`src/rtl/tlb_cam_pkg.sv`:
```
package tlb_cam_pkg;
  localparam int REGION_W = 2;
  localparam int VPN2_W   = 27;
  localparam int PMASK_W  = 16;
  localparam int VA_W     = 64;
  localparam int VPN_LO   = 13;
  localparam int VPN_HI   = VPN_LO + VPN2_W - 1;

  typedef struct packed {
    logic                valid;
    logic [REGION_W-1:0] region;
    logic [VPN2_W-1:0]   vpn2;
    logic [PMASK_W-1:0]  pmask;
    logic                glob;
  } tlb_tag_t;

  function automatic logic [VPN2_W-1:0] strip_vpn(input logic [VPN2_W-1:0] v,
                                                  input logic [PMASK_W-1:0] m);
    return v & ~{{(VPN2_W-PMASK_W){1'b0}}, m};
  endfunction
endpackage

```
`src/rtl/tlb_rst_sync.sv`:
```
module tlb_rst_sync (
  input  logic clk,
  input  logic rst_n,
  output logic rst_b
);
  logic [1:0] sync_q;
  logic [1:0] sync_d;

  always_comb sync_d = {sync_q[0], 1'b1};

  always_ff @(posedge clk or negedge rst_n) begin
    if (!rst_n) sync_q <= 2'b00;
    else        sync_q <= sync_d;
  end

  assign rst_b = sync_q[1];
endmodule

```
`src/rtl/tlb_entry_store.sv`:
```
module tlb_entry_store
  import tlb_cam_pkg::*;
#(
  parameter int NUM_ENT = 16,
  parameter int ASID_W  = 8,
  localparam int IDX_W  = $clog2(NUM_ENT)
) (
  input  logic                           clk,
  input  logic                           rst_b,
  input  logic                           wr_en,
  input  logic [IDX_W-1:0]               wr_idx,
  input  tlb_tag_t                       wr_tag,
  input  logic [ASID_W-1:0]              wr_asid,
  output tlb_tag_t [NUM_ENT-1:0]         tags_o,
  output logic [NUM_ENT-1:0][ASID_W-1:0] asids_o
);
  tlb_tag_t [NUM_ENT-1:0]         tags_q;
  tlb_tag_t [NUM_ENT-1:0]         tags_d;
  logic [NUM_ENT-1:0][ASID_W-1:0] asids_q;
  logic [NUM_ENT-1:0][ASID_W-1:0] asids_d;
  logic [NUM_ENT-1:0]             ent_we;

  for (genvar i = 0; i < NUM_ENT; i++) begin : g_ent
    always_comb begin
      ent_we[i]  = wr_en && (wr_idx == IDX_W'(i));
      tags_d[i]  = tags_q[i];
      asids_d[i] = asids_q[i];
      if (ent_we[i]) begin
        tags_d[i]       = wr_tag;
        tags_d[i].valid = 1'b1;
        asids_d[i]      = wr_asid;
      end
    end

    always_ff @(posedge clk or negedge rst_b) begin
      if (!rst_b) begin
        tags_q[i]  <= '0;
        asids_q[i] <= '0;
      end else if (ent_we[i]) begin
        tags_q[i]  <= tags_d[i];
        asids_q[i] <= asids_d[i];
      end
    end
  end

  assign tags_o  = tags_q;
  assign asids_o = asids_q;

  AST_WRITE_LANDS: assert property (@(posedge clk) disable iff (!rst_b)
    wr_en |=> tags_q[$past(wr_idx)].valid &&
              (tags_q[$past(wr_idx)].vpn2 == $past(wr_tag.vpn2)) &&
              (asids_q[$past(wr_idx)] == $past(wr_asid)));
endmodule

```
`src/rtl/tlb_match_array.sv`:
```
module tlb_match_array
  import tlb_cam_pkg::*;
#(
  parameter int NUM_ENT = 16,
  parameter int ASID_W  = 8
) (
  input  logic                           clk,
  input  logic                           rst_b,
  input  tlb_tag_t [NUM_ENT-1:0]         tags_i,
  input  logic [NUM_ENT-1:0][ASID_W-1:0] asids_i,
  input  logic [REGION_W-1:0]            lk_region,
  input  logic [VPN2_W-1:0]              lk_vpn2,
  input  logic [ASID_W-1:0]              lk_asid,
  output logic [NUM_ENT-1:0]             match_o
);
  for (genvar i = 0; i < NUM_ENT; i++) begin : g_cmp
    logic region_eq;
    logic vpn_eq;
    logic asid_ok;

    always_comb begin
      region_eq  = tags_i[i].region == lk_region;
      vpn_eq     = strip_vpn(lk_vpn2, tags_i[i].pmask) ==
                   strip_vpn(tags_i[i].vpn2, tags_i[i].pmask);
      asid_ok    = tags_i[i].glob || (asids_i[i] == lk_asid);
      match_o[i] = tags_i[i].valid && region_eq && vpn_eq && asid_ok;
    end

    AST_MATCH_NEEDS_VALID: assert property (@(posedge clk) disable iff (!rst_b)
      match_o[i] |-> tags_i[i].valid);
    AST_MATCH_NEEDS_REGION: assert property (@(posedge clk) disable iff (!rst_b)
      match_o[i] |-> (tags_i[i].region == lk_region));
  end
endmodule

```
`src/rtl/tlb_prio_pick.sv`:
```
module tlb_prio_pick #(
  parameter int NUM_ENT = 16,
  localparam int IDX_W  = $clog2(NUM_ENT)
) (
  input  logic               clk,
  input  logic               rst_b,
  input  logic [NUM_ENT-1:0] match_i,
  output logic               any_o,
  output logic [IDX_W-1:0]   idx_o
);
  always_comb begin
    any_o = 1'b0;
    idx_o = '0;
    for (int i = NUM_ENT - 1; i >= 0; i--) begin
      if (match_i[i]) begin
        any_o = 1'b1;
        idx_o = IDX_W'(i);
      end
    end
  end

  AST_PICK_IS_MATCH: assert property (@(posedge clk) disable iff (!rst_b)
    any_o |-> match_i[idx_o]);
  AST_PICK_IS_LOWEST: assert property (@(posedge clk) disable iff (!rst_b)
    any_o |-> ((match_i & ((NUM_ENT'(1) << idx_o) - NUM_ENT'(1))) == '0));
endmodule

```
`src/rtl/tlb_cam_search.sv`:
```
module tlb_cam_search
  import tlb_cam_pkg::*;
#(
  parameter int NUM_ENT = 16,
  parameter int ASID_W  = 8,
  localparam int IDX_W  = $clog2(NUM_ENT)
) (
  input  logic                clk,
  input  logic                rst_n,
  input  logic                wr_en,
  input  logic [IDX_W-1:0]    wr_idx,
  input  logic [1:0]          wr_region,
  input  logic [26:0]         wr_vpn2,
  input  logic [15:0]         wr_pmask,
  input  logic [ASID_W-1:0]   wr_asid,
  input  logic                wr_global,
  input  logic [63:0]         lk_va,
  input  logic [ASID_W-1:0]   lk_asid,
  output logic                hit_o,
  output logic [IDX_W-1:0]    idx_o
);
  logic                           rst_b;
  tlb_tag_t                       wr_tag;
  tlb_tag_t [NUM_ENT-1:0]         tags;
  logic [NUM_ENT-1:0][ASID_W-1:0] asids;
  logic [NUM_ENT-1:0]             match;
  logic                           any_match;
  logic [IDX_W-1:0]               pick_idx;
  logic [REGION_W-1:0]            lk_region;
  logic [VPN2_W-1:0]              lk_vpn2;
  logic                           hit_d;
  logic                           hit_q;
  logic [IDX_W-1:0]               idx_d;
  logic [IDX_W-1:0]               idx_q;

  tlb_rst_sync u_rst (
    .clk   (clk),
    .rst_n (rst_n),
    .rst_b (rst_b)
  );

  always_comb begin
    wr_tag.valid  = 1'b1;
    wr_tag.region = wr_region;
    wr_tag.vpn2   = wr_vpn2;
    wr_tag.pmask  = wr_pmask;
    wr_tag.glob   = wr_global;
    lk_region     = lk_va[VA_W-1 -: REGION_W];
    lk_vpn2       = lk_va[VPN_HI:VPN_LO];
  end

  tlb_entry_store #(.NUM_ENT(NUM_ENT), .ASID_W(ASID_W)) u_store (
    .clk     (clk),
    .rst_b   (rst_b),
    .wr_en   (wr_en),
    .wr_idx  (wr_idx),
    .wr_tag  (wr_tag),
    .wr_asid (wr_asid),
    .tags_o  (tags),
    .asids_o (asids)
  );

  tlb_match_array #(.NUM_ENT(NUM_ENT), .ASID_W(ASID_W)) u_match (
    .clk       (clk),
    .rst_b     (rst_b),
    .tags_i    (tags),
    .asids_i   (asids),
    .lk_region (lk_region),
    .lk_vpn2   (lk_vpn2),
    .lk_asid   (lk_asid),
    .match_o   (match)
  );

  tlb_prio_pick #(.NUM_ENT(NUM_ENT)) u_pick (
    .clk     (clk),
    .rst_b   (rst_b),
    .match_i (match),
    .any_o   (any_match),
    .idx_o   (pick_idx)
  );

  always_comb begin
    hit_d = any_match;
    idx_d = any_match ? pick_idx : '0;
  end

  always_ff @(posedge clk or negedge rst_b) begin
    if (!rst_b) begin
      hit_q <= 1'b0;
      idx_q <= '0;
    end else begin
      hit_q <= hit_d;
      idx_q <= idx_d;
    end
  end

  assign hit_o = hit_q;
  assign idx_o = idx_q;

  AST_MISS_IDX_ZERO: assert property (@(posedge clk) disable iff (!rst_b)
    !hit_q |-> (idx_q == '0));
  AST_RESULT_ONE_EDGE: assert property (@(posedge clk) disable iff (!rst_b)
    hit_q == $past(any_match));
endmodule

```
`config.mk`:
```
export PLATFORM = sky130hd
export DESIGN_NAME = tlb_cam_search
export DESIGN_NICKNAME = d
export VERILOG_FILES = /design/src/rtl/tlb_cam_pkg.sv /design/src/rtl/tlb_rst_sync.sv /design/src/rtl/tlb_entry_store.sv /design/src/rtl/tlb_match_array.sv /design/src/rtl/tlb_prio_pick.sv /design/src/rtl/tlb_cam_search.sv
export SDC_FILE = /design/constraint.sdc
export NUM_CORES = 2
export LEC_CHECK = 0
export CAP_MARGIN = 20
export CORE_MARGIN = 2
export CORE_UTILIZATION = 62
export DETAILED_ROUTE_END_ITERATION = 10
export GPL_ROUTABILITY_DRIVEN = 1
export PLACE_DENSITY = 0.81
export SYNTH_ARGS = -nofsm -noshare
export SYNTH_HDL_FRONTEND = slang
export SYNTH_SLANG_ARGS = --single-unit
```
`constraint.sdc`:
```
create_clock -name clk -period 31 [get_ports clk]
set_clock_uncertainty 0.1 [all_clocks]
set_input_delay 4.65 -clock clk [delete_from_list [all_inputs] [get_ports clk]]
set_output_delay 4.65 -clock clk [all_outputs]
set_load 0.03 [all_outputs]
```
# Yosys cells after proc, flatten, opt, wreduce, memory -nomap -nowiden
# Index checks and enable logic that the tools add are counted.
# W data, S select, Z words.
[totals] ff_bits=887 latch_bits=0 ram_bits=0 mem_bits_ro=0 inputBits=133 output_inout_bits=5 elab_cells=324 n_memories=0
[op_classes] add_sub_neg=0 n_mul=0 n_div=0 n_lt_le_gt_ge=0 eq_ne=63 n_shift=0 n_mux=33 bitwise=48 reduce_logical=81
[op_table] operator="$and A27 B27 Y27" n=32
[op_table] operator="$eq A27 B27 Y1" n=16
[op_table] operator="$not A16 Y27" n=16
[op_table] operator="$eq A8 B8 Y1" n=16
[op_table] operator="$mux W4" n=17
[op_table] operator="$logic_and A1 B1 Y1" n=64
[op_table] operator="$eq A2 B2 Y1" n=16
[op_table] operator="$eq A4 B4 Y1 const B" n=8
[op_table] operator="$eq A4 B3 Y1 const B" n=4
[op_table] operator="$logic_or A1 B1 Y1" n=16
[op_table] operator="$mux W1" n=16
[op_table] operator="$eq A4 B2 Y1 const B" n=2
[op_table] operator="$eq A4 B1 Y1 const B" n=1
[op_table] operator="$logic_not A4 Y1" n=1

# Logic depth before layout (Yosys ltp)
[logic_depth] depth_word=22 mapped_depth=12 ltp_nobuf=10

# Modules after synthesis
# A second synthesis with hierarchy kept.
[hier_totals] cells_unflattened=2972 hier_area_um2=40692.8
[by_module_without_submodules] mod="tlb_entry_store" instances=1 cells_each=1926 area_each_um2=32665.1
[by_module_without_submodules] mod="tlb_match_array" instances=1 cells_each=1000 area_each_um2=7641.1
[by_module_without_submodules] mod="tlb_prio_pick" instances=1 cells_each=33 area_each_um2=178.9
[by_module_without_submodules] mod="tlb_cam_search" instances=1 cells_each=10 area_each_um2=153.9
[by_module_without_submodules] mod="tlb_rst_sync" instances=1 cells_each=3 area_each_um2=53.8

# Worst setup path before layout
# Ideal clock, no wire load.
[synth_timing] path_type="in2reg" start="input port lk_va[21]" end="register idx_q[0], in the netlist idx_o[0]" setup_ns=0.126 t_arrival_ns=6.766 required_ns=30.774 slack_ns=24.008 path_stages=10 path_buffers=2 cell_sequence="clkbuf_1 buf_2 xnor2_1 o22ai_1 nor4_1 nand3_1 nor4_1 o21bai_1 a2111oi_1 o311a_1"
[synth_between] elab_chain_len=21 word_cells_on_any_way=97 classes_between="eq/ne (16); mux (33); bitwise (16); reduce/logical (32)"
[synth_lines] item="from (decl)" line="tlb_cam_search.sv:17" text="input logic [63:0] lk_va,"
[synth_lines] item="$and A27 B27 Y27" line="tlb_cam_pkg.sv:19" text="return v & ~{{(VPN2_W-PMASK_W){1'b0}}, m};"
[synth_lines] item="$eq A27 B27 Y1" line="tlb_match_array.sv:23" text="vpn_eq = strip_vpn(lk_vpn2, tags_i[i].pmask) =="
[synth_lines] item="$logic_and A1 B1 Y1 (2 in series)" line="tlb_match_array.sv:26" text="match_o[i] = tags_i[i].valid && region_eq && vpn_eq && asid_ok;"
[synth_lines] item="$mux W4 or $mux W1 (tied branches) (16 in series)" line="tlb_prio_pick.sv:15" text="if (match_i[i]) begin"
[synth_lines] item="$mux W4 *" line="tlb_cam_search.sv:84" text="idx_d = any_match ? pick_idx : '0;"
[synth_lines] item="named net idx_d[0]" line="tlb_cam_search.sv:33" text="logic [IDX_W-1:0] idx_d;"
[synth_lines] item="to (signal assigned)" line="tlb_cam_search.sv:93" text="idx_q <= idx_d;"
[synth_lines] item="to (decl)" line="tlb_cam_search.sv:34" text="logic [IDX_W-1:0] idx_q;"
# The timed path passes the listed nets; every way through them passes the cells marked *.
# A chain may end at the register's enable or synchronous reset.

# Worst setup path in the final report
[layout_timing] start="input port lk_va[62]" end="register idx_q[0], in the netlist idx_o[0]"
[layout_between] elab_chain_len=21 word_cells_on_any_way=97 classes_between="eq/ne (16); mux (33); reduce/logical (48)"
[layout_lines] item="$eq A2 B2 Y1" line="tlb_match_array.sv:22" text="region_eq = tags_i[i].region == lk_region;"
[layout_lines] item="$logic_and A1 B1 Y1 (3 in series)" line="tlb_match_array.sv:26"
[layout_lines] item="$mux W4 or $mux W1 (tied branches) (16 in series)" line="tlb_prio_pick.sv:15"
[layout_lines] item="$mux W4 *" line="tlb_cam_search.sv:84"
[layout_lines] item="named net idx_d[0]" line="tlb_cam_search.sv:33"
# Marks and branches as above.

==> flow_metrics.py <==
metrics = {
    "worst_setup_path": {
        "critPathLaunchType": "primary input",
        "worst_setup_path_end_kind": "flip-flop",
        "reg2reg_from": "u_rst.sync_q[1]$_DFF_PN0_",
        "path_max_fanout": 16,
        "r2r_end": "u_store.tags_o[745]$_DFFE_PN0P_",
        "ff2ff_setup_slack_ns": 27.47,
        "path_class": "in2reg",
        "r2r_cells": 4,
        "worstPathRequired_ns": 31.47,
        "arrival_ns": 8.35,
    },
    "cts": {
        "cts.htree.levels": 3,
        "cts_buffer_depth": 3,
        "ctsHoldBuffers": 0,
        "cts_tree": "built",
        "post_cts_resized": 0,
        "cts_num_sinks": 887,
        "cts_buffers": 91,
        "cts-root-buf": "clkbuf_16",
        "clock_latency_ns": 0.64,
        "post_cts_buffers": 0,
        "path_clk_slew_ns": 0.06,
    },
    "power": {
        "peakVddDrop_v": 0.0000379,
        "combPwrFrac_pct": 19.3,
        "p_leak_uw": 0.0192,
        "power_switching_uw": 922,
        "intPower_uw": 2440,
        "seqPwrFrac_pct": 47.7,
        "switching_share_pct": 27.4,
        "clock_power_share_pct": 33.0,
        "powerDensity_nw_per_um2": 74.3,
    },
    "min_path": {
        "hold_path.class": "reg2reg",
        "hold_end": "u_rst.sync_q[1]$_DFF_PN0_",
        "min_from": "u_rst.sync_q[0]$_DFF_PN0_",
        "worstHoldPathCells": 0,
    },
    "synthesis": {
        "yosysSeqAreaShare_pct": 55.0,
        "synth.avg_cell_area_um2": 13.7,
        "syn_inst": 2957,
        "ys_ff_latch": 887,
        "syn_area_um2": 40400,
        "syn-num-nets": 3090,
        "yosys_warnings": 0,
        "yosysUniqueCellTypes": 41,
        "synth_edf_count": 0,
        "ys.flop_type": "dfrtp_1",
        "synthArstFlopShare_pct": 100,
    },
    "global_routing": {
        "grt_max_degree": 193,
        "overflow": 0,
        "track_usage_pct": 33.0,
        "grt_antenna_before_repair": 4,
        "grt_pass1_wl_um": 164000,
        "grt_pass1_vias": 26100,
    },
    "floorplan": {
        "core_region_area_um2": 64500,
        "die_h_um": 259,
        "initial_utilization_pct": 62.6,
        "die-area_um2": 67200,
        "io_pins": 138,
        "num_rows": 93,
        "die_w_um": 259,
    },
    "cells_and_area": {
        "fillers": 4147,
        "ff_latch_area_um2": 22200,
        "synthToLayoutAreaGrowth_pct": 12.2,
        "drive_gt1_share_pct": 36.0,
        "multi_input_area_um2": 17400,
        "fin_nets": 3136,
        "antenna_cells": 0,
        "fin_area_um2": 45300,
    },
    "detailed_routing": {
        "wl_met2_um": 52400,
        "vias_per_cell": 6.33,
        "highest_layer": "met5",
        "first_pass_iters": 5,
        "routedLengthMet1_um": 45600,
        "wl_per_cell_um": 28.0,
        "remaining_drc_errors": 0,
        "wirelength_um": 110000,
        "num_vias": 24900,
        "drtAntennaViolNets": 0,
        "drt_iter0_markers": 2381,
        "route.met3.wl_um": 7680,
    },
    "timing": {
        "setup_ws_ns": 23.11,
        "tns_ns": 0,
        "setup_viol": 0,
        "layout_min_cycle_time_ns": 7.89,
        "max_freq_mhz": 127,
        "slew_viol_final": 0,
        "worstMarginPinSlew_ns": 1.31,
        "fin_crit_sh_pct": 25.4,
        "hold_viol": 0,
        "slew_headroom_pct": 12.5,
        "grt_setup_unrepaired": "no",
    },
    "place": {
        "hpwl_um": 66600,
        "port_buffers": 102,
        "placed_area_um2": 42200,
        "gp_congestion": 0.844,
        "place_ws_ns": 22.41,
    },
    "status": {
        "status": "complete, no violations",
    },
    "job": {
        "cap_violations": 0,
    },
}
## layout by cell type (no fill, tap or decap), drive strengths merged, types with 2 or more instances in the layout
master	count
nand2b	11
bufinv	8
nand3	15
xnor2	308
nor3	3
dfrtp	887
clkbuf	128
o2111ai	16
nor4	106
mux2	864
a211oi	2
xor2	284
buf	66
nand4	10
inv	6
or3	3
nor2b	3
a21oi	17
o21bai	2
o22ai	110
nor2	59
nand3b	2
clkdlybuf4s50	101
nand2	16
or2	10
clkinv	22
## registers in the layout (all words and copies together), names as in the netlist
| register | cells |
|---|---|
| hit_o | 1 |
| idx_o | 4 |
| u_rst.sync_q | 2 |
| u_store.asids_o | 128 |
| u_store.tags_o | 752 |
## synthesized netlist by cell type, drive strengths merged (10+ instances only)
cell / instances / share of area, %
nand3: 15 / 0.19
o22ai: 110 / 1.7
nor2: 59 / 0.55
nand2b: 11 / 0.17
clkbuf: 158 / 1.5
dfrtp: 887 / 55
or2: 10 / 0.15
o2111ai: 16 / 0.35
nand4: 10 / 0.15
nor4: 106 / 1.7
xnor2: 308 / 6.7
mux2: 864 / 24
xor2: 284 / 6.2
nand2: 16 / 0.15
buf: 56 / 0.74
a21oi: 17 / 0.21
## stage by stage
| stage | power (uW) | util, % | hold slack (ns) | instances |
|---|---|---|---|---|
| 2_1_floorplan | 2070 | - | 0.231 | 2957 |
| 3_3_place_gp | 2200 | 65.4 | 0.234 | 3760 |
| 3_5_place_dp | 2260 | 65.4 | 0.237 | 3760 |
| 4_1_cts | 3370 | 70.1 | 0.251 | 3923 |
| 5_1_grt | 3500 | 70.3 | 0.261 | 3928 |
| 6_report | 3360 | 70.3 | 0.249 | 3928 |
## per-layer routing
| metal | track usage (%) | up-vias |
|---|---|---|
| met5 | 0 | - |
| li1 | - | 10400 |
| met2 | 53.8 | 945 |
| met1 | 44.5 | 13300 |
| met3 | 5.53 | 210 |
| met4 | 13.4 | 2 |
## worst max path at each step
stage,cells after the start,to,from
2_1_floorplan,0,hit_o$_DFF_PN0_,u_rst.sync_q[1]$_DFF_PN0_
3_3_place_gp,10,idx_o[0]$_DFF_PN0_,lk_va[28]
3_5_place_dp,10,idx_o[0]$_DFF_PN0_,lk_va[25]
4_1_cts,10,idx_o[0]$_DFF_PN0_,lk_va[28]
5_1_grt,10,idx_o[0]$_DFF_PN0_,lk_va[28]
6_report,12,idx_o[0]$_DFF_PN0_,lk_va[62]
## cells by family (layout without fill, tap and decap cells)
family | Yosys count | count (layout) | share of synthesized area (%)
AOI/OAI and AO/OA | 156 | 156 | 2.53
xor gates and xnor gates | 592 | 592 | 12.8
buffers and inverters | 216 | 332 | 2.23
DFF | 887 | 887 | 55.0
muxes | 864 | 864 | 24.1
other | 1 | 1 | 0.00929
and+or+nand+nor | 241 | 241 | 3.33
## worst max-delay path, stage by stage
cell and delay (ns):
clkdlybuf4s50_1 0.46, buf_4 0.39, xnor2_1 0.17, nand4_1 0.21
nor4_1 0.76, o2111ai_1 0.37, o21ba_1 0.35, o21bai_2 0.06
a21oi_1 0.15, o21bai_1 0.09, a2111oi_1 0.46, o311a_1 0.21
## final cells by class
type                            count  area share (%)
Sequential cell                   887            49.0
Multi-Input combinational cell   1854            38.4
Clock buffer                      128            5.78
Timing Repair Buffer              167            3.55
Tap cell                          855            2.36
Clock inverter                     35           0.922
Inverter                            2          0.0166
## power groups by stage
stage          Sequential (uW)  Combinational, uW  Clock (uW)
5_1_grt                   1630                698        1170
2_1_floorplan             1590                477           0
3_5_place_dp              1620                641           0
3_3_place_gp              1590                609           0
6_report                  1600                650        1110
4_1_cts                   1600                649        1120
No activity file was read; power rests on OpenSTA's default activity.
